--- config.mk ---
export PLATFORM = sky130hd
export DESIGN_NAME = evt_irq_hub
export DESIGN_NICKNAME = d
export VERILOG_FILES = /design/src/rtl/evt_irq_pkg.sv /design/src/rtl/evt_irq_rise.sv /design/src/rtl/evt_irq_srcmap.sv /design/src/rtl/evt_irq_core.sv /design/src/rtl/evt_irq_rdmux.sv /design/src/rtl/evt_irq_hub.sv
export SDC_FILE = /design/constraint.sdc
export NUM_CORES = 1
export LEC_CHECK = 0
export ABC_CLOCK_PERIOD_IN_PS = 2600
export CAP_MARGIN = 0
export CORE_AREA = 2 2 83 45
export DETAILED_ROUTE_END_ITERATION = 8
export DIE_AREA = 0 0 85 47
export MAX_ROUTING_LAYER = met4
export PLACE_DENSITY_LB_ADDON = 0.12
export REMOVE_ABC_BUFFERS = 1
export SLEW_MARGIN = 25
export SYNTH_ARGS = -nofsm -noshare
export SYNTH_HDL_FRONTEND = slang
export SYNTH_SLANG_ARGS = --single-unit
export TNS_END_PERCENT = 50
--- constraint.sdc ---
create_clock -name clk_i -period 2.6 [get_ports clk_i]
set_clock_uncertainty 0.1 [all_clocks]
set_input_delay 0.78 -clock clk_i [delete_from_list [all_inputs] [get_ports clk_i]]
set_output_delay 0.78 -clock clk_i [all_outputs]
set_load 0.005 [all_outputs]
--- src/rtl/evt_irq_pkg.sv ---
package evt_irq_pkg;

    localparam int unsigned REG_W  = 8;
    localparam int unsigned ADDR_W = 8;
    localparam int unsigned STAT_W = 2 * REG_W;

    // Register address map (byte port)
    localparam logic [ADDR_W-1:0] RA_MASK_LO = 8'h00;
    localparam logic [ADDR_W-1:0] RA_MASK_HI = 8'h01;
    localparam logic [ADDR_W-1:0] RA_STAT_LO = 8'h02;
    localparam logic [ADDR_W-1:0] RA_STAT_HI = 8'h03;
    localparam logic [ADDR_W-1:0] RA_ACK_LO  = 8'h04;
    localparam logic [ADDR_W-1:0] RA_ACK_HI  = 8'h05;
    localparam logic [ADDR_W-1:0] RA_OFF     = 8'h06;

    typedef struct packed {
        logic [STAT_W-1:0] mask;
        logic [STAT_W-1:0] stat;
    } irq_state_t;

endpackage

--- src/rtl/evt_irq_rise.sv ---
// Rising-edge detector: one-cycle pulse on each 0->1 change of a level input.
module evt_irq_rise #(
    parameter int unsigned W = 1
) (
    input  logic         clk_i,
    input  logic         rst_ni,
    input  logic [W-1:0] lvl_i,
    output logic [W-1:0] rise_o
);

    logic [W-1:0] prev_d, prev_q;

    always_comb begin
        prev_d = lvl_i;
    end

    always_ff @(posedge clk_i or negedge rst_ni) begin
        if (!rst_ni) prev_q <= '0;
        else         prev_q <= prev_d;
    end

    assign rise_o = lvl_i & ~prev_q;

endmodule

--- src/rtl/evt_irq_srcmap.sv ---
// Places every event source at its fixed position in the status word.
module evt_irq_srcmap
    import evt_irq_pkg::*;
#(
    parameter int unsigned GEN_N = 8
) (
    input  logic [GEN_N-1:0]  gen_i,
    input  logic              tick_i,
    input  logic              alarm_i,
    input  logic              error_i,
    input  logic              btn_rise_i,
    output logic [STAT_W-1:0] set_o
);

    localparam int unsigned POS_TICK  = GEN_N;
    localparam int unsigned POS_ALARM = GEN_N + 1;
    localparam int unsigned POS_ERROR = GEN_N + 2;
    localparam int unsigned POS_BTN   = GEN_N + 3;

    logic [STAT_W-1:0] gen_part;

    for (genvar k = 0; k < STAT_W; k++) begin : g_gen
        if (k < GEN_N) begin : g_used
            assign gen_part[k] = gen_i[k];
        end else begin : g_zero
            assign gen_part[k] = 1'b0;
        end
    end

    always_comb begin
        set_o            = gen_part;
        set_o[POS_TICK]  = tick_i;
        set_o[POS_ALARM] = alarm_i;
        set_o[POS_ERROR] = error_i;
        set_o[POS_BTN]   = btn_rise_i;
    end

endmodule

--- src/rtl/evt_irq_core.sv ---
// Mask and status registers with byte writes, acknowledge and power-down reset.
module evt_irq_core
    import evt_irq_pkg::*;
#(
    parameter int unsigned GEN_N = 8
) (
    input  logic              clk_i,
    input  logic              rst_ni,
    input  logic              wr_en_i,
    input  logic [ADDR_W-1:0] wr_addr_i,
    input  logic [REG_W-1:0]  wr_data_i,
    input  logic [STAT_W-1:0] set_i,
    output logic [STAT_W-1:0] mask_o,
    output logic [STAT_W-1:0] stat_o
);

    localparam int unsigned     SRC_N = GEN_N + 4;
    localparam logic [STAT_W-1:0] VALID = STAT_W'((33'd1 << SRC_N) - 33'd1);
    localparam irq_state_t      RST_VAL = '{mask: VALID, stat: '0};

    irq_state_t        st_d, st_q;
    logic [STAT_W-1:0] ack_vec;
    logic              off_hit;

    always_comb begin
        st_d    = st_q;
        ack_vec = '0;
        off_hit = 1'b0;
        if (wr_en_i) begin
            case (wr_addr_i)
                RA_MASK_LO: st_d.mask[REG_W-1:0]      = wr_data_i;
                RA_MASK_HI: st_d.mask[STAT_W-1:REG_W] = wr_data_i;
                RA_ACK_LO:  ack_vec[REG_W-1:0]        = wr_data_i;
                RA_ACK_HI:  ack_vec[STAT_W-1:REG_W]   = wr_data_i;
                RA_OFF:     off_hit                   = wr_data_i[0];
                default:    ;
            endcase
        end
        st_d.mask = st_d.mask & VALID;
        // a set in the same cycle overrides its acknowledge
        st_d.stat = ((st_q.stat & ~ack_vec) | set_i) & VALID;
        if (off_hit) begin
            st_d = RST_VAL;
        end
    end

    always_ff @(posedge clk_i or negedge rst_ni) begin
        if (!rst_ni) st_q <= RST_VAL;
        else         st_q <= st_d;
    end

    assign mask_o = st_q.mask;
    assign stat_o = st_q.stat;

endmodule

--- src/rtl/evt_irq_rdmux.sv ---
// Combinational byte read selection.
module evt_irq_rdmux
    import evt_irq_pkg::*;
(
    input  logic [ADDR_W-1:0] addr_i,
    input  logic [STAT_W-1:0] mask_i,
    input  logic [STAT_W-1:0] stat_i,
    output logic [REG_W-1:0]  rdata_o
);

    always_comb begin
        case (addr_i)
            RA_MASK_LO: rdata_o = mask_i[REG_W-1:0];
            RA_MASK_HI: rdata_o = mask_i[STAT_W-1:REG_W];
            RA_STAT_LO: rdata_o = stat_i[REG_W-1:0];
            RA_STAT_HI: rdata_o = stat_i[STAT_W-1:REG_W];
            default:    rdata_o = '0;
        endcase
    end

endmodule

--- src/rtl/evt_irq_hub.sv ---
module evt_irq_hub
    import evt_irq_pkg::*;
#(
    parameter int unsigned GEN_N = 8
) (
    input  logic              clk_i,
    input  logic              rst_ni,
    input  logic [ADDR_W-1:0] reg_addr_i,
    input  logic [REG_W-1:0]  reg_wdata_i,
    input  logic              reg_we_i,
    output logic [REG_W-1:0]  reg_rdata_o,
    input  logic [GEN_N-1:0]  gen_evt_i,
    input  logic              tick_set_i,
    input  logic              alarm_set_i,
    input  logic              error_set_i,
    input  logic              button_i,
    output logic              irq_o
);

    logic              btn_rise;
    logic [STAT_W-1:0] set_vec;
    logic [STAT_W-1:0] mask_w;
    logic [STAT_W-1:0] stat_w;

    evt_irq_rise #(.W(1)) i_btn_edge (
        .clk_i  (clk_i),
        .rst_ni (rst_ni),
        .lvl_i  (button_i),
        .rise_o (btn_rise)
    );

    evt_irq_srcmap #(.GEN_N(GEN_N)) i_srcmap (
        .gen_i      (gen_evt_i),
        .tick_i     (tick_set_i),
        .alarm_i    (alarm_set_i),
        .error_i    (error_set_i),
        .btn_rise_i (btn_rise),
        .set_o      (set_vec)
    );

    evt_irq_core #(.GEN_N(GEN_N)) i_core (
        .clk_i     (clk_i),
        .rst_ni    (rst_ni),
        .wr_en_i   (reg_we_i),
        .wr_addr_i (reg_addr_i),
        .wr_data_i (reg_wdata_i),
        .set_i     (set_vec),
        .mask_o    (mask_w),
        .stat_o    (stat_w)
    );

    evt_irq_rdmux i_rdmux (
        .addr_i  (reg_addr_i),
        .mask_i  (mask_w),
        .stat_i  (stat_w),
        .rdata_o (reg_rdata_o)
    );

    assign irq_o = |(stat_w & ~mask_w);

endmodule

Yosys cells after proc, flatten, opt, wreduce, memory -nomap -nowiden
Cells that the tools add are included.

Reduce and logical (&&, ||, !) cells: 7. Mux-type cells: 10. Equal/unequal tests: 6. Bitwise gates (word level): 7.

Operators by type and width (count): $pmux 8 s4 (1); $mux 28 (1); $eq 8x3->1 const B (3); $mux 12 (2); $and 16x16->16 (1); $eq 8x2->1 const B (2); $mux 8 (2); $not 12->16 (1); $reduce_or 16->1 (1); $and 12x12->12 (1); $not 12->12 (1); $or 12x12->12 (1); $eq 8x1->1 const B (1); $logic_not 8->1 (1); $mux 4 (2); $reduce_bool 2->1 (3); $reduce_and 2->1 (2); $mux 1 (2); $and 1x1->1 (1); $not 1->1 (1).

Output and inout bits: 9. Bits in registers: 29. Logic and storage cells: 34. Bits of input ports: 31.

Depth between registers and ports, before layout
Gate-level depths: netlist (run 1).

Depth in word-level cells: 7. Gate-level depth with buffers: 5. Depth with buffers taken out: 3.

Hierarchy
Synthesis (run 1) repeated with hierarchy kept, for this count alone.

Cell total of the unflattened synthesis: 210. Area total of the unflattened synthesis: 2018.2 µm².

Modules (own cells, without submodules): evt_irq_core (seq. area each 615.6 µm², cells each 150, times used 1, area each 1413.9 µm²); evt_irq_rdmux (seq. area each 0.0 µm², cells each 20, times used 1, area each 262.8 µm²); evt_irq_hub (seq. area each 0.0 µm², cells each 21, times used 1, area each 178.9 µm²); evt_irq_srcmap (seq. area each 0.0 µm², cells each 17, times used 1, area each 123.9 µm²); evt_irq_rise (seq. area each 25.0 µm², cells each 2, times used 1, area each 38.8 µm²).

Worst setup path before layout (run 1)
Ideal clock, no wire load.

Kind: input to output. Start: input port reg_addr_i[5]. End: output port reg_rdata_o[0]. Slack: 17 ps. Path buffers: 0. Required time: 1720 ps. Arrival time: 1703 ps. Stages: 2. Cell sequence: nor4_1 > and3_1.

Cells in the longest elaborated chain, start to end: 2. Elaborated cells between the ends (all ways): 5. Those cells by class: 3 x eq/ne; 1 x mux; 1 x reduce/logical.

RTL lines: from (decl) (RTL line evt_irq_hub.sv:8) `input logic [ADDR_W-1:0] reg_addr_i,`; $eq 8x2->1, or another cell as far along (RTL line evt_irq_rdmux.sv:12) `case (addr_i)`; $pmux 8 s4 (*) (RTL line evt_irq_rdmux.sv:12); to (decl) (RTL line evt_irq_hub.sv:11) `output logic [REG_W-1:0] reg_rdata_o,`.

Every way passes the cells marked *; elsewhere a longest branch is shown, timed or not.

Final worst setup path (run 1)
Start: input port reg_addr_i[0]. End: output port reg_rdata_o[1].

The elaborated chain is that of the path after synthesis.

==> reports/qor.yml, run 1 <==
clock_network:
  clock-sinks: 25
  cts_buffer_depth: 2
  hold_buffers: 0
  cts_root_buf: "clkbuf_8"
  clkTransAtPathRegs_ps: 100
  cts.htree.levels: 1
  cts_tree: "done"
  insertion_delay_ps: 260
  cts_buffers: 3
power_and_ir_drop:
  internal_power_uw: 635
  p_seq_share_pct: 50.2
  peakVddDrop_mv: 0.237
  switching_share_pct: 26.7
  power.total_uw: 867
  p_comb_share_pct: 22.3
  powerDensity_nw_per_um2: 381
  power_switching_uw: 232
  pwr-share-clk_pct: 27.4
  leakage_nw: 0.932
synth:
  async_flop_share_pct: 100
  synth_most_common_cell: "nor2b_1"
  synth_top_family_by_area: "simple AND/OR/NAND/NOR gates"
  synth_area_per_cell_um2: 10.2
  yosys-top-cells-count: "nor2b_1, nor2_1, dfrtp_1, dfstp_2, a211oi_1"
  synth_edf_count: 0
  seq_area_frac_synth_pct: 41.8
  synthXorXnorAreaFrac_pct: 0
  synth_compound_area_share_pct: 17.4
  ys_warn_count: 0
  synth_top_cell_area_share_pct: 21.2
  synth-seq-cells: 25
  yosysUniqueCellTypes: 34
  synthCells: 151
  yosys-mux-area-fraction_pct: 9.47
  synthAdderAreaFrac_pct: 0
  synth_flop_cell: "dfrtp_1"
  yosys-top-cells-area: "dfrtp_1, dfstp_2, nor2b_1"
  synth-simple-area-share_pct: 27.8
  yosysTopAreaCell: "dfrtp_1"
  netlist_area_um2: 1530
floorplan:
  die_w_um: 85
  core_um2: 3280
  dieArea_um2: 4000
  die_y_um: 47
  core.rowCount: 15
  io_pins: 40
  initial_core_util_pct: 46.7
routing:
  drt-total-wl_um: 5010
  drt-pass1-iter-count: 4
  dr_total_vias: 1550
  routedWlPerCell_um: 19.1
  drc_errors: 0
  detail_route.iter0.violations: 78
  ant_nets: 0
  viasPerCell: 5.92
sta:
  setup_tns_ps: -96.0
  setup_viol: 4
  worst_pin_slew_ps: 360
  hold_viol_final: 0
  fin_crit_ps: 2640
  max_freq_mhz: 379
  slew_headroom_pct: 76.0
  setup_ws_ps: -37.7
  post-route-period-util_pct: 101
  maxSlewViolCount: 0
  rsz0062_at_grt: "yes"
run:
  cap_violations: 0
layout:
  final_util_pct: 69.3
  antennaDiodeCount: 0
  fillerInstances: 244
  drive_gt1_share_pct: 38.2
  final_nets: 252
  final_area_um2: 2280
  areaGrowthSynthToFinish_pct: 48.6
  multi_input_area_um2: 906
  seq_area_um2: 641
placement:
  dp_hpwl_um: 3510
  io_buffers: 39
  gp_congestion: 0.918
  dpl_cell_area_um2: 2120
critical_path:
  timing.rr.end: "i_core.stat_o[11]"
  start_kind: "input pin"
  r2r-start: "i_btn_edge.prev_q"
  worstPathMaxFanout: 6
  reg2reg_depth: 3
  endpoint_kind: "output pin"
  critical_path_class: "in2out"
  worstPathRequired_ps: 1720
  critPathArrivalTime_ps: 1760
  r2r_slack_ps: 1600
min_path:
  hold_path.class: "reg2reg"
  hold_end: "i_core.mask_o[9]"
  holdPathStages: 2
  min_from: "i_core.mask_o[9]"
grt:
  grtUsageTotal_pct: 27.1
  antenna_found_initial: 0
  grt_remaining_overflow: 0
  grt_pass1_wl_um: 7800
  grt_max_degree: 26
  first_global_vias: 1554
run_status:
  outcome: "finished with violations"
  violations: "negative setup slack"
metal layers:
layer,routed length [µm],global-route usage [%],vias up
li1,-,-,708
met1,2110,34.4,741
met2,2320,44.8,91
met3,511,5.62,10
met4,68,8.89,0
met5,0,-,-
how the worst max path moves through the flow:
stage	startpoint	end	slack, ps	cells after the start
floorplan	reg_addr_i[5]	reg_rdata_o[0]	20	2
global placement	reg_addr_i[0]	reg_rdata_o[3]	-850	5
detailed placement	reg_addr_i[0]	reg_rdata_o[1]	-900	5
CTS	reg_addr_i[0]	reg_rdata_o[3]	-120	6
global route	reg_addr_i[0]	reg_rdata_o[3]	-60	5
finish	reg_addr_i[0]	reg_rdata_o[1]	-40	5
registers in the layout, indices dropped and copies added, names as in the netlist:
| register | flops |
|---|---|
| i_core.mask_o | 12 |
| i_core.stat_o | 12 |
| i_btn_edge.prev_q | 1 |
power groups by stage:
| stage | logic (mW) | registers (mW) | clock network (mW) |
|---|---|---|---|
| detailed placement | 0.170 | 0.441 | 0 |
| CTS | 0.187 | 0.435 | 0.244 |
| global route | 0.207 | 0.437 | 0.252 |
| global placement | 0.164 | 0.440 | 0 |
| finish | 0.193 | 0.436 | 0.238 |
| floorplan | 0.0666 | 0.436 | 0 |
worst max-delay path: stages:
cell    delay [ps]
buf_12         100
buf_6           90
mux4_2         490
and3_4         180
buf_6          110
cell families (layout without fill, tap and decap cells):
family,after synthesis,count (layout)
AOI/OAI and AO/OA,34,34
buffers and inverters,12,81
DFF,25,25
muxes,8,8
and+or+nand+nor,72,72
through the flow:
stage | hold slack (ps) | std cells | setup slack [ps]
6_report | 426 | 262 | -37.7
5_1_grt | 463 | 262 | -57.0
4_1_cts | 432 | 262 | -121
3_5_place_dp | 418 | 250 | -900
2_1_floorplan | 384 | 145 | 16.6
3_3_place_gp | 405 | 250 | -852
repair_timing:
action | in CTS | in global routing
buffers inserted | 8 | 1
gates cloned | 0 | 0
pin swaps | 12 | 5
gates resized for setup | 78 | 21
setup endpoints to repair | 9 | 9
final cells by class:
class | count | share of cell area, %
timing repair buffer | 71 | 26.6
clock buffer | 3 | 1.81
inverter | 6 | 0.989
sequential | 25 | 28.1
tap | 42 | 2.31
multi-input combinational | 114 | 39.8
clock inverter | 1 | 0.330
cell usage in the layout, fill, tap and decap left out, types with 2 or more instances in the layout:
master           count
a2111oi_2            3
a211o_1              5
a211oi_1            10
a31oi_1              2
and3_4               4
buf_2               10
buf_4               27
buf_6                8
clkbuf_8             3
clkdlybuf4s50_1     22
dfrtp_1             13
dfstp_2             12
inv_1                6
mux2i_1              4
mux4_2               4
nand2b_1             2
nand4_1              6
nor2_1              16
nor2b_1             21
nor3_4               2
nor4_2               2
o211ai_1             5
o31a_1               7
or3_1                3
or4_1                2
No activity file was read; power rests on OpenSTA's default activity.
==> run 2, diff against run 1 <==
SLEW_MARGIN = 5   (was 25)
==> results of run 2 <==
No change in the layout: final DEF, timing and power equal those of run 1.
==> run 3, diff against run 2 <==
CORE_AREA = 2 2 69 54   (was 2 2 83 45)
CTS_CLUSTER_DIAMETER = 50   (was default)
DIE_AREA = 0 0 71 56   (was 0 0 85 47)
==> run 3 against run 2 <==
Effect of this change:
- the run now ends clean
- largest cell class unchanged
- critical endpoint unchanged
- sequential cell count did not move
- non-clock buffer count rose by 7
- combinational power rose by 7%
- final area rose by 2.7%
- maximum frequency rose by 3.2%
- largest power group unchanged
==> reports/qor.yml, run 3 (synthesized netlist as in run 1, its figures left out) <==
clock_network:
  cts_buffers: 3
  cts.htree.levels: 1
  insertion_delay_ps: 280
  cts_root_buf: "clkbuf_8"
  clkTransAtPathRegs_ps: 90
  clock-sinks: 25
  cts_tree: "done"
  cts_buffer_depth: 2
sta:
  post-route-period-util_pct: 98.3
  setup_tns_ps: 0
  maxSlewViolCount: 0
  hold_viol_final: 0
  max_freq_mhz: 391
  setup_viol: 0
  slew_headroom_pct: 77.6
  fin_crit_ps: 2560
  rsz0062_at_grt: "yes"
  worst_pin_slew_ps: 336
routing:
  detail_route.iter0.violations: 102
  dr_total_vias: 1619
  drt-pass1-iter-count: 4
  drc_errors: 0
  viasPerCell: 6.06
  ant_nets: 0
  routedWlPerCell_um: 19.0
  drt-total-wl_um: 5070
critical_path:
  crit_buf_inv: 4
  cpMostUsedCell: "buf_6"
  worstPathCellList: "buf_2 -> buf_6 -> buf_6 -> mux4_2 -> and3_4 -> buf_6"
  max_stage_delay_ps: 280
  worstPathMaxFanout: 3
  critPathSlowestCell: "mux4_2"
  endpoint_kind: "output pin"
  worstPathRequired_ps: 1720
  crit_family: "buffers and inverters"
  critical_path_class: "in2out"
  critPathArrivalTime_ps: 1680
  start_kind: "input pin"
layout:
  layout_common_cells: "buf_4, clkdlybuf4s50_1, nor2b_1, nor2_1, dfrtp_1"
  areaGrowthSynthToFinish_pct: 52.6
  final_nets: 259
  drive_gt1_share_pct: 40.1
  final_area_um2: 2340
  antennaDiodeCount: 0
  multi_input_area_um2: 913
  final_cells: 267
  fillerInstances: 237
  seq_area_um2: 641
  final_common_cell: "buf_4"
placement:
  io_buffers: 39
  dpl_cell_area_um2: 2120
  gp_congestion: 0.898
  dp_cells: 248
  dp_hpwl_um: 3520
run_status:
  outcome: "finished clean"
grt:
  grt_max_degree: 26
  antenna_found_initial: 0
  grt_pass1_wl_um: 8240
  first_global_vias: 1691
  grt_remaining_overflow: 0
  grtUsageTotal_pct: 27.7
floorplan:
  core_um2: 3270
  initial_core_util_pct: 46.9
  io_pins: 40
  dieArea_um2: 3980
  core.rowCount: 18
  die_w_um: 71
  die_y_um: 56
power_and_ir_drop:
  p_comb_share_pct: 23.2
  switching_share_pct: 27.5
  p_seq_share_pct: 49.3
  pwr-share-clk_pct: 27.5
  internal_power_uw: 642
  leakage_nw: 0.986
  peakVddDrop_mv: 0.281
  power_switching_uw: 244
  powerDensity_nw_per_um2: 379
min_path:
  hold_path.class: "reg2reg"
run:
  cap_violations: 0
==> run 3: changes by cell type in the layout (fill, tap and decap cells not counted), sizes merged <==
cell,previous run,this run
buf,46,52
clkbuf,4,5
==> run 3: final timing paths <==
kind / startpoint / end / slack [ps] / cells past startpoint
min in group asynchronous: rst_ni / i_btn_edge.prev_q / 750 / 2
setup reg to reg: i_btn_edge.prev_q / i_core.stat_o[11] / 1590 / 3
setup / recovery: reg_addr_i[1] / reg_rdata_o[1] / 40 / 6
max in group asynchronous: rst_ni / i_core.mask_o[0] / 1340 / 2
hold / removal: i_core.mask_o[9] / i_core.mask_o[9] / 440 / 2
hold reg to reg: i_core.mask_o[9] / i_core.mask_o[9] / 440 / 2
==> run 3: repair_timing <==
item / 4_1_cts / 5_1_grt
pin swaps: 13 / 3
endpoints found under the setup margin: 15 / 7
setup buffers: 14 / 0
hold buffers: 0 / 0
cloned: 1 / 0
gates resized for setup: 94 / 6
==> run 3: cell type report <==
| cell class | count | share of cell area [%] |
|---|---|---|
| inverter | 6 | 0.963 |
| clock buffer | 3 | 1.77 |
| clock inverter | 1 | 0.321 |
| sequential | 25 | 27.4 |
| timing repair buffer | 78 | 28.4 |
| tap | 40 | 2.14 |
| multi-input combinational | 114 | 39.1 |
==> run 3: tightest hold or removal path, cell delays in order, from the launching register on <==
cell,delay (ps)
dfstp_2,390
inv_1,50
o211ai_1,90
==> run 3: through the flow <==
step | setup slack (ps) | power, mW | hold WS [ps] | util (%)
floorplan | 16.6 | 0.503 | 384 | -
global placement | -999 | 0.605 | 399 | 64.9
detailed placement | -1040 | 0.611 | 411 | 64.9
CTS | -16.4 | 0.883 | 430 | 71.3
global route | -5.58 | 0.935 | 479 | 71.6
finish | 44.1 | 0.886 | 436 | 71.6
==> run 3: per-layer routing <==
| layer | share of wire [%] | GRT usage (%) | up-vias |
|---|---|---|---|
| met5 | 0 | - | - |
| met4 | 0.91 | 9.16 | 0 |
| met3 | 8.8 | 6.70 | 7 |
| met2 | 51 | 45.7 | 77 |
| met1 | 40 | 33.4 | 805 |
| li1 | - | - | 730 |
==> run 3: power by group through the flow <==
stage,Clock (mW),Combinational (mW),Sequential (mW)
floorplan,0,0.0666,0.436
global placement,0,0.165,0.440
detailed placement,0,0.170,0.441
CTS,0.251,0.198,0.435
global route,0.276,0.221,0.438
finish,0.244,0.206,0.436
